### src/rtl/adc_rd_pkg.sv
package adc_rd_pkg;
  localparam int unsigned ADC_BITS = 16;
  localparam int unsigned ADC_DIV_W = 8;

  typedef enum logic {
    ST_IDLE = 1'b0,
    ST_RUN  = 1'b1
  } rd_state_e;
endpackage

### src/rtl/adc_sclk_gen.sv
module adc_sclk_gen #(
  parameter int DIV_W = 8
) (
  input  logic             clk,
  input  logic             rst_n,
  input  logic             run_i,
  input  logic [DIV_W-1:0] half_i,
  output logic             sclk_o,
  output logic             rise_o,
  output logic             fall_o
);
  logic [DIV_W-1:0] cnt_q;
  logic             sclk_q;
  logic             edge_due;

  assign edge_due = run_i && (cnt_q == half_i);
  assign rise_o   = edge_due && !sclk_q;
  assign fall_o   = edge_due && sclk_q;
  assign sclk_o   = sclk_q;

  always_ff @(posedge clk or negedge rst_n) begin
    if (!rst_n) begin
      cnt_q  <= '0;
      sclk_q <= 1'b0;
    end else if (!run_i) begin
      cnt_q  <= '0;
      sclk_q <= 1'b0;
    end else if (edge_due) begin
      cnt_q  <= '0;
      sclk_q <= ~sclk_q;
    end else begin
      cnt_q  <= cnt_q + DIV_W'(1);
    end
  end

  // the serial clock level only moves on a divider terminal count
  a_r3_steady_between_edges: assert property (@(posedge clk) disable iff (!rst_n)
    (run_i && !edge_due) |=> $stable(sclk_q));
endmodule

### src/rtl/adc_bit_capture.sv
module adc_bit_capture #(
  parameter int RES_W = 16,
  parameter int CNT_W = 5
) (
  input  logic             clk,
  input  logic             rst_n,
  input  logic             clear_i,
  input  logic             take_i,
  input  logic             bit_i,
  output logic [RES_W-1:0] prefix_o,
  output logic [CNT_W-1:0] count_o
);
  logic [RES_W-1:0] bits_q;
  logic [CNT_W-1:0] cnt_q;

  always_ff @(posedge clk or negedge rst_n) begin
    if (!rst_n) begin
      bits_q <= '0;
      cnt_q  <= '0;
    end else if (clear_i) begin
      bits_q <= '0;
      cnt_q  <= '0;
    end else if (take_i) begin
      bits_q <= {bits_q[RES_W-2:0], bit_i};
      cnt_q  <= cnt_q + CNT_W'(1);
    end
  end

  assign prefix_o = bits_q;
  assign count_o  = cnt_q;
endmodule

### src/rtl/adc_window_judge.sv
module adc_window_judge #(
  parameter int RES_W = 16,
  parameter int CNT_W = 5
) (
  input  logic [RES_W-1:0] prefix_i,
  input  logic [CNT_W-1:0] count_i,
  input  logic [RES_W-1:0] lo_i,
  input  logic [RES_W-1:0] hi_i,
  output logic [RES_W-1:0] zero_fill_o,
  output logic [RES_W-1:0] one_fill_o,
  output logic             below_o,
  output logic             above_o
);
  // right-aligned prefix moved to the top, unreceived bits zero
  function automatic logic [RES_W-1:0] zero_pad(input logic [RES_W-1:0] p,
                                                input logic [CNT_W-1:0] n);
    return p << (RES_W - int'(n));
  endfunction

  // mask covering the bits not yet received
  function automatic logic [RES_W-1:0] tail_mask(input logic [CNT_W-1:0] n);
    return {RES_W{1'b1}} >> n;
  endfunction

  assign zero_fill_o = zero_pad(prefix_i, count_i);
  assign one_fill_o  = zero_fill_o | tail_mask(count_i);
  assign below_o     = one_fill_o < lo_i;
  assign above_o     = zero_fill_o > hi_i;
endmodule

### src/rtl/adc_shortcycle_rd.sv
module adc_shortcycle_rd
  import adc_rd_pkg::*;
#(
  parameter int RES_W = ADC_BITS,
  parameter int DIV_W = ADC_DIV_W,
  parameter int CNT_W = $clog2(RES_W + 1)
) (
  input  logic             clk,
  input  logic             rst_n,
  input  logic             trig_i,
  input  logic [DIV_W-1:0] div_i,
  input  logic [CNT_W-1:0] bit_lim_i,
  input  logic             win_en_i,
  input  logic [RES_W-1:0] win_lo_i,
  input  logic [RES_W-1:0] win_hi_i,
  input  logic             sdata_i,
  output logic             cs_n_o,
  output logic             sclk_o,
  output logic [RES_W-1:0] result_o,
  output logic             valid_o,
  output logic             out_win_o,
  output logic [CNT_W-1:0] nbits_o
);
  localparam logic [CNT_W-1:0] FULL_CNT = CNT_W'(RES_W);

  function automatic logic [CNT_W-1:0] eff_limit(input logic [CNT_W-1:0] n);
    if (n == '0 || int'(n) > RES_W) return FULL_CNT;
    return n;
  endfunction

  rd_state_e        state_q;
  logic [DIV_W-1:0] div_q;
  logic [CNT_W-1:0] lim_q;
  logic             win_en_q;
  logic [RES_W-1:0] lo_q, hi_q;
  logic             cs_n_q, valid_q, out_q;
  logic [RES_W-1:0] result_q;
  logic [CNT_W-1:0] nbits_q;

  // named internal events
  logic             start_ev, rise_ev, fall_ev, stop_ev, proven_out, limit_hit;
  logic [RES_W-1:0] cap_bits, zero_fill, one_fill;
  logic [CNT_W-1:0] cap_cnt;
  logic             below, above;

  assign start_ev = (state_q == ST_IDLE) && trig_i;

  adc_sclk_gen #(.DIV_W(DIV_W)) u_sclk (
    .clk(clk), .rst_n(rst_n), .run_i(state_q == ST_RUN), .half_i(div_q),
    .sclk_o(sclk_o), .rise_o(rise_ev), .fall_o(fall_ev)
  );

  adc_bit_capture #(.RES_W(RES_W), .CNT_W(CNT_W)) u_cap (
    .clk(clk), .rst_n(rst_n), .clear_i(start_ev), .take_i(rise_ev),
    .bit_i(sdata_i), .prefix_o(cap_bits), .count_o(cap_cnt)
  );

  adc_window_judge #(.RES_W(RES_W), .CNT_W(CNT_W)) u_win (
    .prefix_i(cap_bits), .count_i(cap_cnt), .lo_i(lo_q), .hi_i(hi_q),
    .zero_fill_o(zero_fill), .one_fill_o(one_fill),
    .below_o(below), .above_o(above)
  );

  assign proven_out = win_en_q && (below || above);
  assign limit_hit  = (cap_cnt == lim_q);
  assign stop_ev    = fall_ev && (limit_hit || proven_out);

  always_ff @(posedge clk or negedge rst_n) begin
    if (!rst_n) begin
      state_q  <= ST_IDLE;
      div_q    <= '0;
      lim_q    <= FULL_CNT;
      win_en_q <= 1'b0;
      lo_q     <= '0;
      hi_q     <= '0;
      cs_n_q   <= 1'b1;
      valid_q  <= 1'b0;
      out_q    <= 1'b0;
      result_q <= '0;
      nbits_q  <= '0;
    end else begin
      valid_q <= 1'b0;
      if (start_ev) begin
        state_q  <= ST_RUN;
        cs_n_q   <= 1'b0;
        div_q    <= div_i;
        lim_q    <= eff_limit(bit_lim_i);
        win_en_q <= win_en_i;
        lo_q     <= win_lo_i;
        hi_q     <= win_hi_i;
      end else if (stop_ev) begin
        state_q  <= ST_IDLE;
        cs_n_q   <= 1'b1;
        valid_q  <= 1'b1;
        result_q <= zero_fill;
        nbits_q  <= cap_cnt;
        out_q    <= proven_out;
      end
    end
  end

  assign cs_n_o    = cs_n_q;
  assign valid_o   = valid_q;
  assign result_o  = result_q;
  assign nbits_o   = nbits_q;
  assign out_win_o = out_q;

  // an idle trigger selects the converter on the next cycle
  a_r2_select_after_trig: assert property (@(posedge clk) disable iff (!rst_n)
    start_ev |=> !cs_n_o);
  // clock parked low while deselected
  a_r3_idle_clock_low: assert property (@(posedge clk) disable iff (!rst_n)
    cs_n_o |-> !sclk_o);
  // each rising serial edge adds exactly one bit
  a_r4_bit_per_rise: assert property (@(posedge clk) disable iff (!rst_n)
    $rose(sclk_o) |-> cap_cnt == $past(cap_cnt) + CNT_W'(1));
  // never more bits than the latched limit
  a_r5_within_limit: assert property (@(posedge clk) disable iff (!rst_n)
    !cs_n_o |-> cap_cnt <= lim_q);
  // a conversion ends with one bit taken at least
  a_r7_nonzero_count: assert property (@(posedge clk) disable iff (!rst_n)
    valid_o |-> nbits_o != '0);
  // bits below the received count are zero
  a_r8_zero_tail: assert property (@(posedge clk) disable iff (!rst_n)
    valid_o |-> (result_o & ({RES_W{1'b1}} >> nbits_o)) == '0);
  // strobe coincides with chip-select release
  a_r9_strobe_on_release: assert property (@(posedge clk) disable iff (!rst_n)
    $rose(cs_n_o) |-> valid_o);
  a_r9_release_on_strobe: assert property (@(posedge clk) disable iff (!rst_n)
    valid_o |-> $rose(cs_n_o));
  // a trigger during a conversion leaves it running unchanged
  a_r10_busy_trig_ignored: assert property (@(posedge clk) disable iff (!rst_n)
    (!cs_n_o && trig_i && !stop_ev) |=> (!cs_n_o && $stable(lim_q)));
  // out flag only with the window enabled
  a_r11_flag_needs_window: assert property (@(posedge clk) disable iff (!rst_n)
    (valid_o && out_win_o) |-> win_en_q);
endmodule

### config.mk
export PLATFORM = sky130hd
export DESIGN_NAME = adc_shortcycle_rd
export DESIGN_NICKNAME = d
export VERILOG_FILES = /design/src/rtl/adc_rd_pkg.sv /design/src/rtl/adc_sclk_gen.sv /design/src/rtl/adc_bit_capture.sv /design/src/rtl/adc_window_judge.sv /design/src/rtl/adc_shortcycle_rd.sv
export SDC_FILE = /design/constraint.sdc
export NUM_CORES = 1
export LEC_CHECK = 0
export BUFFER_PORTS_ARGS = -buffer_cell sky130_fd_sc_hd__buf_2
export CORE_ASPECT_RATIO = 1.5
export CORE_MARGIN = 5
export CORE_UTILIZATION = 53
export CTS_BUF_LIST = sky130_fd_sc_hd__clkbuf_8 sky130_fd_sc_hd__clkbuf_16
export CTS_CLUSTER_DIAMETER = 30
export DETAILED_ROUTE_END_ITERATION = 8
export PLACE_DENSITY = 0.73
export SLEW_MARGIN = 20
export SYNTH_ARGS = -nofsm -noshare
export SYNTH_HDL_FRONTEND = slang
export SYNTH_HIERARCHICAL = 1
export SYNTH_SLANG_ARGS = --single-unit
### constraint.sdc
create_clock -name clk -period 9.12 [get_ports clk]
set_input_delay 0.912 -clock clk [delete_from_list [all_inputs] [get_ports clk]]
set_output_delay 0.912 -clock clk [all_outputs]
set_load 0.03 [all_outputs]
* Word-level counts from Yosys, hierarchy flattened
Cells that the tools add are included.
** Operators by class
- $add $sub $neg :: 3
- $lt $le $gt $ge :: 3
- Eq/ne operators :: 3
- Shift-type cells :: 2
- Muxes and demuxes :: 18
- Bitwise operators :: 4
- Reduce and logical (&&, ||, !) cells :: 14
** Operator list (count)
- 16-bit 2-to-1 mux :: 2
- 16-bit by 32-bit << shifter with 16-bit output :: 1
- 5-bit 2-to-1 mux :: 4
- 16-bit > comparator :: 1
- 16-bit less-than comparator :: 1
- 8-bit 2-to-1 mux :: 2
- 16-bit OR :: 1
- 16-bit by 5-bit >> shifter with 16-bit output (first input constant) :: 1
- 1-bit 2-to-1 mux :: 10
- 8-bit by 1-bit adder with 8-bit output (second input constant) :: 1
- 8-bit == test :: 1
- 1-bit logical AND :: 6
- 5-bit by 5-bit subtractor with 6-bit output (first input constant) :: 1
- 5-bit by 1-bit adder with 5-bit output (second input constant) :: 1
- 5-bit == test :: 1
- 5-bit > comparator (second input constant) :: 1
- 5-bit logical NOT :: 1
- 2-bit nonzero test :: 2
- 1-bit logical OR :: 3
- 1-bit NOT :: 3
- 2-bit by 1-bit != test with 1-bit output (second input constant) :: 1
- 2-bit AND reduction :: 1
- 1-bit logical NOT :: 1
** Storage, ports and cells
- Register bits :: 101
- Logic and storage cells :: 62

* Logic depth before layout (Yosys ltp)
- Depth in word-level cells :: 10
- Gate-level depth with buffers :: 21

* Modules after synthesis
The synthesis kept the hierarchy.
** By module, submodules not included
- adc_shortcycle_rd :: times used 1, cells each 369, area an instance 3364.5 um2, seq. area each 1779.2 um2
- adc_window_judge :: times used 1, cells each 265, area an instance 1929.4 um2, seq. area each 0.0 um2
- adc_bit_capture :: times used 1, cells each 74, area an instance 917.1 um2, seq. area each 525.5 um2
- adc_sclk_gen :: times used 1, cells each 49, area an instance 493.0 um2, seq. area each 225.2 um2

* Worst setup path before layout
Ideal clock, no wire load.
- Kind :: flip-flop to flip-flop
- Start point :: reg u_cap.cnt_q[0] (netlist: u_cap/count_o[0])
- End point :: reg result_q[11] (netlist: result_o[11])
- Setup time :: 0.143 ns
- Arrival time :: 4.361 ns
- Path slack :: 4.616 ns
- Stages on the path, launching flop included :: 21
- Period minus slack after synthesis :: 4.504 ns
- Cell sequence :: dfrtp_1 buf_6 buf_6 inv_1 ha_1 inv_1 buf_1 mux2_2 a221o_1 a21o_1 ha_1 a21o_1 a21o_1 a21oi_1 o21ai_0 a21oi_1 o21ai_4 buf_2 and2_0 a222oi_1 o211ai_1
** On the way
- Longest elaborated chain between the ends :: 9
- Elaborated cells on any way between the ends :: 12
** RTL lines
- start, declared :: RTL line adc_bit_capture.sv:14 : logic [CNT_W-1:0] cnt_q;
- start signal, assigned :: RTL line adc_bit_capture.sv:25 : cnt_q <= cnt_q + CNT_W'(1);
- 5-bit by 5-bit subtractor with 6-bit output :: RTL line adc_window_judge.sv:17 : return p << (RES_W - int'(n));
- 16-bit by 32-bit << shifter with 16-bit output :: RTL line adc_window_judge.sv:17
- via zero_fill[9] :: RTL line adc_shortcycle_rd.sv:42 : logic [RES_W-1:0] cap_bits, zero_fill, one_fill;
- 16-bit OR :: RTL line adc_window_judge.sv:26 : assign one_fill_o = zero_fill_o | tail_mask(count_i);
- via one_fill[9] :: RTL line adc_shortcycle_rd.sv:42
- 16-bit less-than comparator :: RTL line adc_window_judge.sv:27 : assign below_o = one_fill_o < lo_i;
- via below :: RTL line adc_shortcycle_rd.sv:44 : logic below, above;
- 1-bit logical OR :: RTL line adc_shortcycle_rd.sv:64 : assign proven_out = win_en_q && (below || above);
- 1-bit logical AND :: RTL line adc_shortcycle_rd.sv:64
- 1-bit logical OR :: RTL line adc_shortcycle_rd.sv:66 : assign stop_ev = fall_ev && (limit_hit || proven_out);
- 1-bit logical AND :: RTL line adc_shortcycle_rd.sv:66
- 2-bit AND reduction (no source line)
- end signal, assigned :: RTL line adc_shortcycle_rd.sv:95 : result_q <= zero_fill;
- end, declared :: RTL line adc_shortcycle_rd.sv:37 : logic [RES_W-1:0] result_q;
The timed path passes the listed nets, and every way through them passes these cells.
A chain may end at the register's enable or synchronous reset.

* Worst setup path in the final report
- Start point :: reg u_cap.cnt_q[1] (netlist: u_cap/count_o[1])
- End point :: reg nbits_q[0] (netlist: nbits_o[0])
** On the way
- Elaborated cells on any way between the ends :: 12
** RTL lines
- 5-bit by 5-bit subtractor with 6-bit output :: RTL line adc_window_judge.sv:17
- 16-bit by 32-bit << shifter with 16-bit output :: RTL line adc_window_judge.sv:17
- via zero_fill[13] :: RTL line adc_shortcycle_rd.sv:42
- 16-bit > comparator :: RTL line adc_window_judge.sv:28 : assign above_o = zero_fill_o > hi_i;
- via above :: RTL line adc_shortcycle_rd.sv:44
- 1-bit logical OR :: RTL line adc_shortcycle_rd.sv:64
- 1-bit logical AND :: RTL line adc_shortcycle_rd.sv:64
- 1-bit logical OR :: RTL line adc_shortcycle_rd.sv:66
- 1-bit logical AND :: RTL line adc_shortcycle_rd.sv:66
- 2-bit AND reduction (no source line)
- end signal, assigned :: RTL line adc_shortcycle_rd.sv:96 : nbits_q <= cap_cnt;
- end, declared :: RTL line adc_shortcycle_rd.sv:38 : logic [CNT_W-1:0] nbits_q;
The timed path passes the listed nets, and every way through them passes these cells.

==> results.md <==
Global routing:
- The first global-routing pass estimated 30100 um of wire.
- The via count of the first global-routing pass is 5834.
- The total overflow reported by the global router is 0.
- In the global route stage, overall resource usage came out at 0.252.
- The number of antenna violations at the first check in global routing is 0.
- Entering global routing, the biggest net connects 62 pins.

Clock network:
- The clock sink count is 101.
- The cell sitting at the root of the clock tree is a sky130_fd_sc_hd__clkbuf_16.
- The post-CTS setup buffer count is 0.
- The total of hold buffers inserted after clock tree synthesis is 0.
- Counting the buffers created by CTS gives 9.
- The clock reaches the later pin of the worst-skew pair after 0.35 ns.
- The number of buffers on the longest clock path is 2.
- The maximum level of the CTS H-tree is 3.
- Clock-pin slew was measured on the worst setup and hold paths at 0.08 ns.
- The CTS tree is built.
- Post-CTS repair changed the size of 0 cells.

Placement:
- The cell total after placement is 950.
- The global placer's final weighted congestion is 0.989.
- The port buffer count is 74.
- Detailed placement finished with a half-perimeter wire length of 13200 um.
- The worst slack at placement is 3.29 ns.

Logic synthesis:
- The post-synthesis area per instance is 8.86 um2.
- The number of warning messages in the yosys log is 6.
- Synthesis handed over a netlist of 756 instances.
- After synthesis the cells add up to 6700 um2.
- When the netlist entered floorplanning its net count stood at 844.

Worst hold path:
- The path with the worst hold slack has its endpoint at out_win_o$_DFFE_PN0P_.
- In this run the most critical hold path is launched from out_win_o$_DFFE_PN0P_.
- In this run the worst hold path is classified as reg -> reg.
- The cell count of the worst hold path is 1.

Final layout:
- The final layout contains 893 nets.
- The area growth from synthesis to layout is 10.6%.
- The final antenna diode count is 0.
- The final core utilization is 0.595.
- Of the cells placed in the final design, the portion with a size suffix greater than 1 is 0.154.
- Excluding fillers, the count of instances in the completed layout stands at 966.
- The total of fill cells in the finished design is 1127.
- In the final layout, the multi-input gates occupy 3750 um2.
- Summing all flip-flop and latch instances after layout gives 2530 um2.

Power and ir drop:
- The power share of the sequential group is 0.249.
- The analysis attributes to cell leakage a power of 3.47 nW.
- Summed over all nets, the switching power comes to 1.48 mW.
- Of the total power, the clock network draws 0.134.
- Internal power comes to 1.52 mW.
- The power density over cell area is 406 nW/um2.
- The peak ir drop on the vdd network is 0.207 mV.
- Of the total power, the share spent switching nets is 0.493.
- Of the total power, combinational logic draws 0.617.

Detailed routing:
- The number of vias per cell is 6.04.
- The average wire length per cell after detail routing is 18.9 um.
- The wire length after detailed routing is 18200 um.
- The overall via count from detail_route is 5832.
- The number of violations reported at the end of detailed-routing iteration 0 is 490.
- Once detail routing completed, the nets flagged for antenna violations numbered 0.
- The number of iterations in the first detailed-routing pass is 7.
- The count of unresolved DRC violations after routing is 0.

Critical path:
- The worst setup path is captured at a flop.
- The highest fanout seen on the critical path is 46.
- The depth of the worst register-to-register path is 18.
- STA puts the critical path data required time at 9.33 ns.
- The endpoint identified for the worst register-to-register timing path is nbits_o[0]$_DFFE_PN0P_.
- The critical path arrival is 6.21 ns.
- The reg-to-reg setup timing slack is 3.12 ns.
- STA classifies the critical path startpoint as a flop.
- In this run the critical register-to-register path is launched from u_cap/count_o[1]$_DFFE_PN0P_.
- The critical path class is reg -> reg.

Outcome:
- The run finished with clean final reports.

STA:
- In the final timing run, aggregate negative setup slack is 0 ns.
- Setup repair after global routing left no endpoint under its margin.
- The count of endpoints failing hold in the final timing report is 0.
- The worst clock skew is 0.00904 ns.
- The headroom to the max-slew limit is 0.309.
- The worst path needs 6.00 ns of the cycle, external delays included.
- The maximum clock rate is 0.167 GHz.
- The count of final max-slew check failures is 0.
- Setup slack closes at 3.12 ns.
- At the pin with the least slew margin, the transition time is 1.03 ns.
- Setup violations remaining at the end of the flow were counted as 0.
- Dividing the final minimum period by the clock period gives 0.658.

Floorplanning:
- The initial core utilization is 0.538.
- The floorplan step set the die height to 148 um.
- The area of the die is 15000 um2.
- 75 I/O pins were placed.
- The site row count is 50.
- The die is 102 um wide.
- The core footprint is 12400 um2.

Job:
- The max-capacitance violation count is 0.
==> cells in the final DEF (no fill, tap or decap), types with 4 or more instances in the layout <==
cell,n
sky130_fd_sc_hd__nand3b_1,4
sky130_fd_sc_hd__o21ai_0,16
sky130_fd_sc_hd__xor2_1,9
sky130_fd_sc_hd__ha_1,38
sky130_fd_sc_hd__a222oi_1,21
sky130_fd_sc_hd__mux2_2,5
sky130_fd_sc_hd__nand3_1,11
sky130_fd_sc_hd__o2bb2ai_1,10
sky130_fd_sc_hd__xnor2_1,16
sky130_fd_sc_hd__mux2i_1,36
sky130_fd_sc_hd__a21o_1,20
sky130_fd_sc_hd__and2_0,14
sky130_fd_sc_hd__dfrtp_1,99
sky130_fd_sc_hd__buf_2,73
sky130_fd_sc_hd__nand2b_1,5
sky130_fd_sc_hd__and2_1,12
sky130_fd_sc_hd__nand2_1,168
sky130_fd_sc_hd__nor2_1,40
sky130_fd_sc_hd__clkbuf_16,9
sky130_fd_sc_hd__and3_1,5
sky130_fd_sc_hd__a21oi_1,17
sky130_fd_sc_hd__o211ai_1,26
sky130_fd_sc_hd__inv_1,42
sky130_fd_sc_hd__buf_4,12
sky130_fd_sc_hd__nand4_1,33
==> critical path, stage by stage (launching register included) <==
cell and delay [ns]:
sky130_fd_sc_hd__dfrtp_1 0.70, sky130_fd_sc_hd__inv_1 0.17, sky130_fd_sc_hd__ha_1 0.27, sky130_fd_sc_hd__ha_1 0.63
sky130_fd_sc_hd__clkinv_1 0.40, sky130_fd_sc_hd__nor2_1 0.18, sky130_fd_sc_hd__a21oi_1 0.09, sky130_fd_sc_hd__o21ai_0 0.54
sky130_fd_sc_hd__ha_1 0.37, sky130_fd_sc_hd__a21o_1 0.18, sky130_fd_sc_hd__a21o_1 0.18, sky130_fd_sc_hd__a21oi_1 0.12
sky130_fd_sc_hd__o21ai_0 0.09, sky130_fd_sc_hd__o21a_1 0.22, sky130_fd_sc_hd__o21ai_4 0.82, sky130_fd_sc_hd__nor3_2 0.20
sky130_fd_sc_hd__buf_4 0.27, sky130_fd_sc_hd__a222oi_1 0.26, sky130_fd_sc_hd__o211ai_1 0.15
==> worst max path at each step <==
stage	startpoint	end	slack (ns)	cells past startpoint
floorplan	u_cap/count_o[0]$_DFFE_PN0P_	result_o[11]$_DFFE_PN0P_	4.62	20
global placement	u_cap/count_o[1]$_DFFE_PN0P_	nbits_o[4]$_DFFE_PN0P_	3.42	18
detailed placement	u_cap/count_o[1]$_DFFE_PN0P_	result_o[1]$_DFFE_PN0P_	3.29	18
CTS	u_cap/count_o[1]$_DFFE_PN0P_	result_o[1]$_DFFE_PN0P_	3.28	18
global route	u_cap/count_o[1]$_DFFE_PN0P_	result_o[5]$_DFFE_PN0P_	2.79	18
finish	u_cap/count_o[1]$_DFFE_PN0P_	nbits_o[0]$_DFFE_PN0P_	3.12	18
==> registers in the layout, summed over array words and instances (netlist names), 8 cells and up <==
signal,flops
u_sclk/cnt_q,8
result_o,16
u_cap/prefix_o,16
hi_q,16
lo_q,16
div_q,8
==> layout make-up <==
cell class | instances | area share
clock inverters | 7 | 0.0117
inverters | 44 | 0.0223
well taps | 156 | 0.0263
clock buffers | 9 | 0.0304
multi-input cells | 564 | 0.506
repair buffers | 85 | 0.0615
flip-flops and latches | 101 | 0.341
==> layer usage <==
layer  GRT usage  share of wire  vias to the layer above
met5           0              0                        -
met2       0.430           0.50                      210
met1       0.320           0.41                     2816
met3      0.0387          0.054                       40
met4      0.0878          0.030                        0
li1            -              -                     2766
==> stage by stage <==
step / hold WS, ns / power, mW / area [um2]
floorplan: 0.446 / 2.13 / 6700
global placement: 0.463 / 2.52 / 7090
detailed placement: 0.463 / 2.57 / 7100
CTS: 0.481 / 2.99 / 7410
global route: 0.502 / 3.26 / 7410
finish: 0.477 / 3.00 / 7410
==> power by group through the flow <==
| stage | clock [mW] | combinational (mW) | sequential (mW) |
|---|---|---|---|
| 2_1_floorplan | 0 | 1.40 | 0.729 |
| 4_1_cts | 0.411 | 1.83 | 0.749 |
| 3_5_place_dp | 0 | 1.82 | 0.756 |
| 6_report | 0.403 | 1.85 | 0.749 |
| 3_3_place_gp | 0 | 1.77 | 0.749 |
| 5_1_grt | 0.429 | 2.06 | 0.772 |
Note: power is estimated with default switching activity, not from simulation.
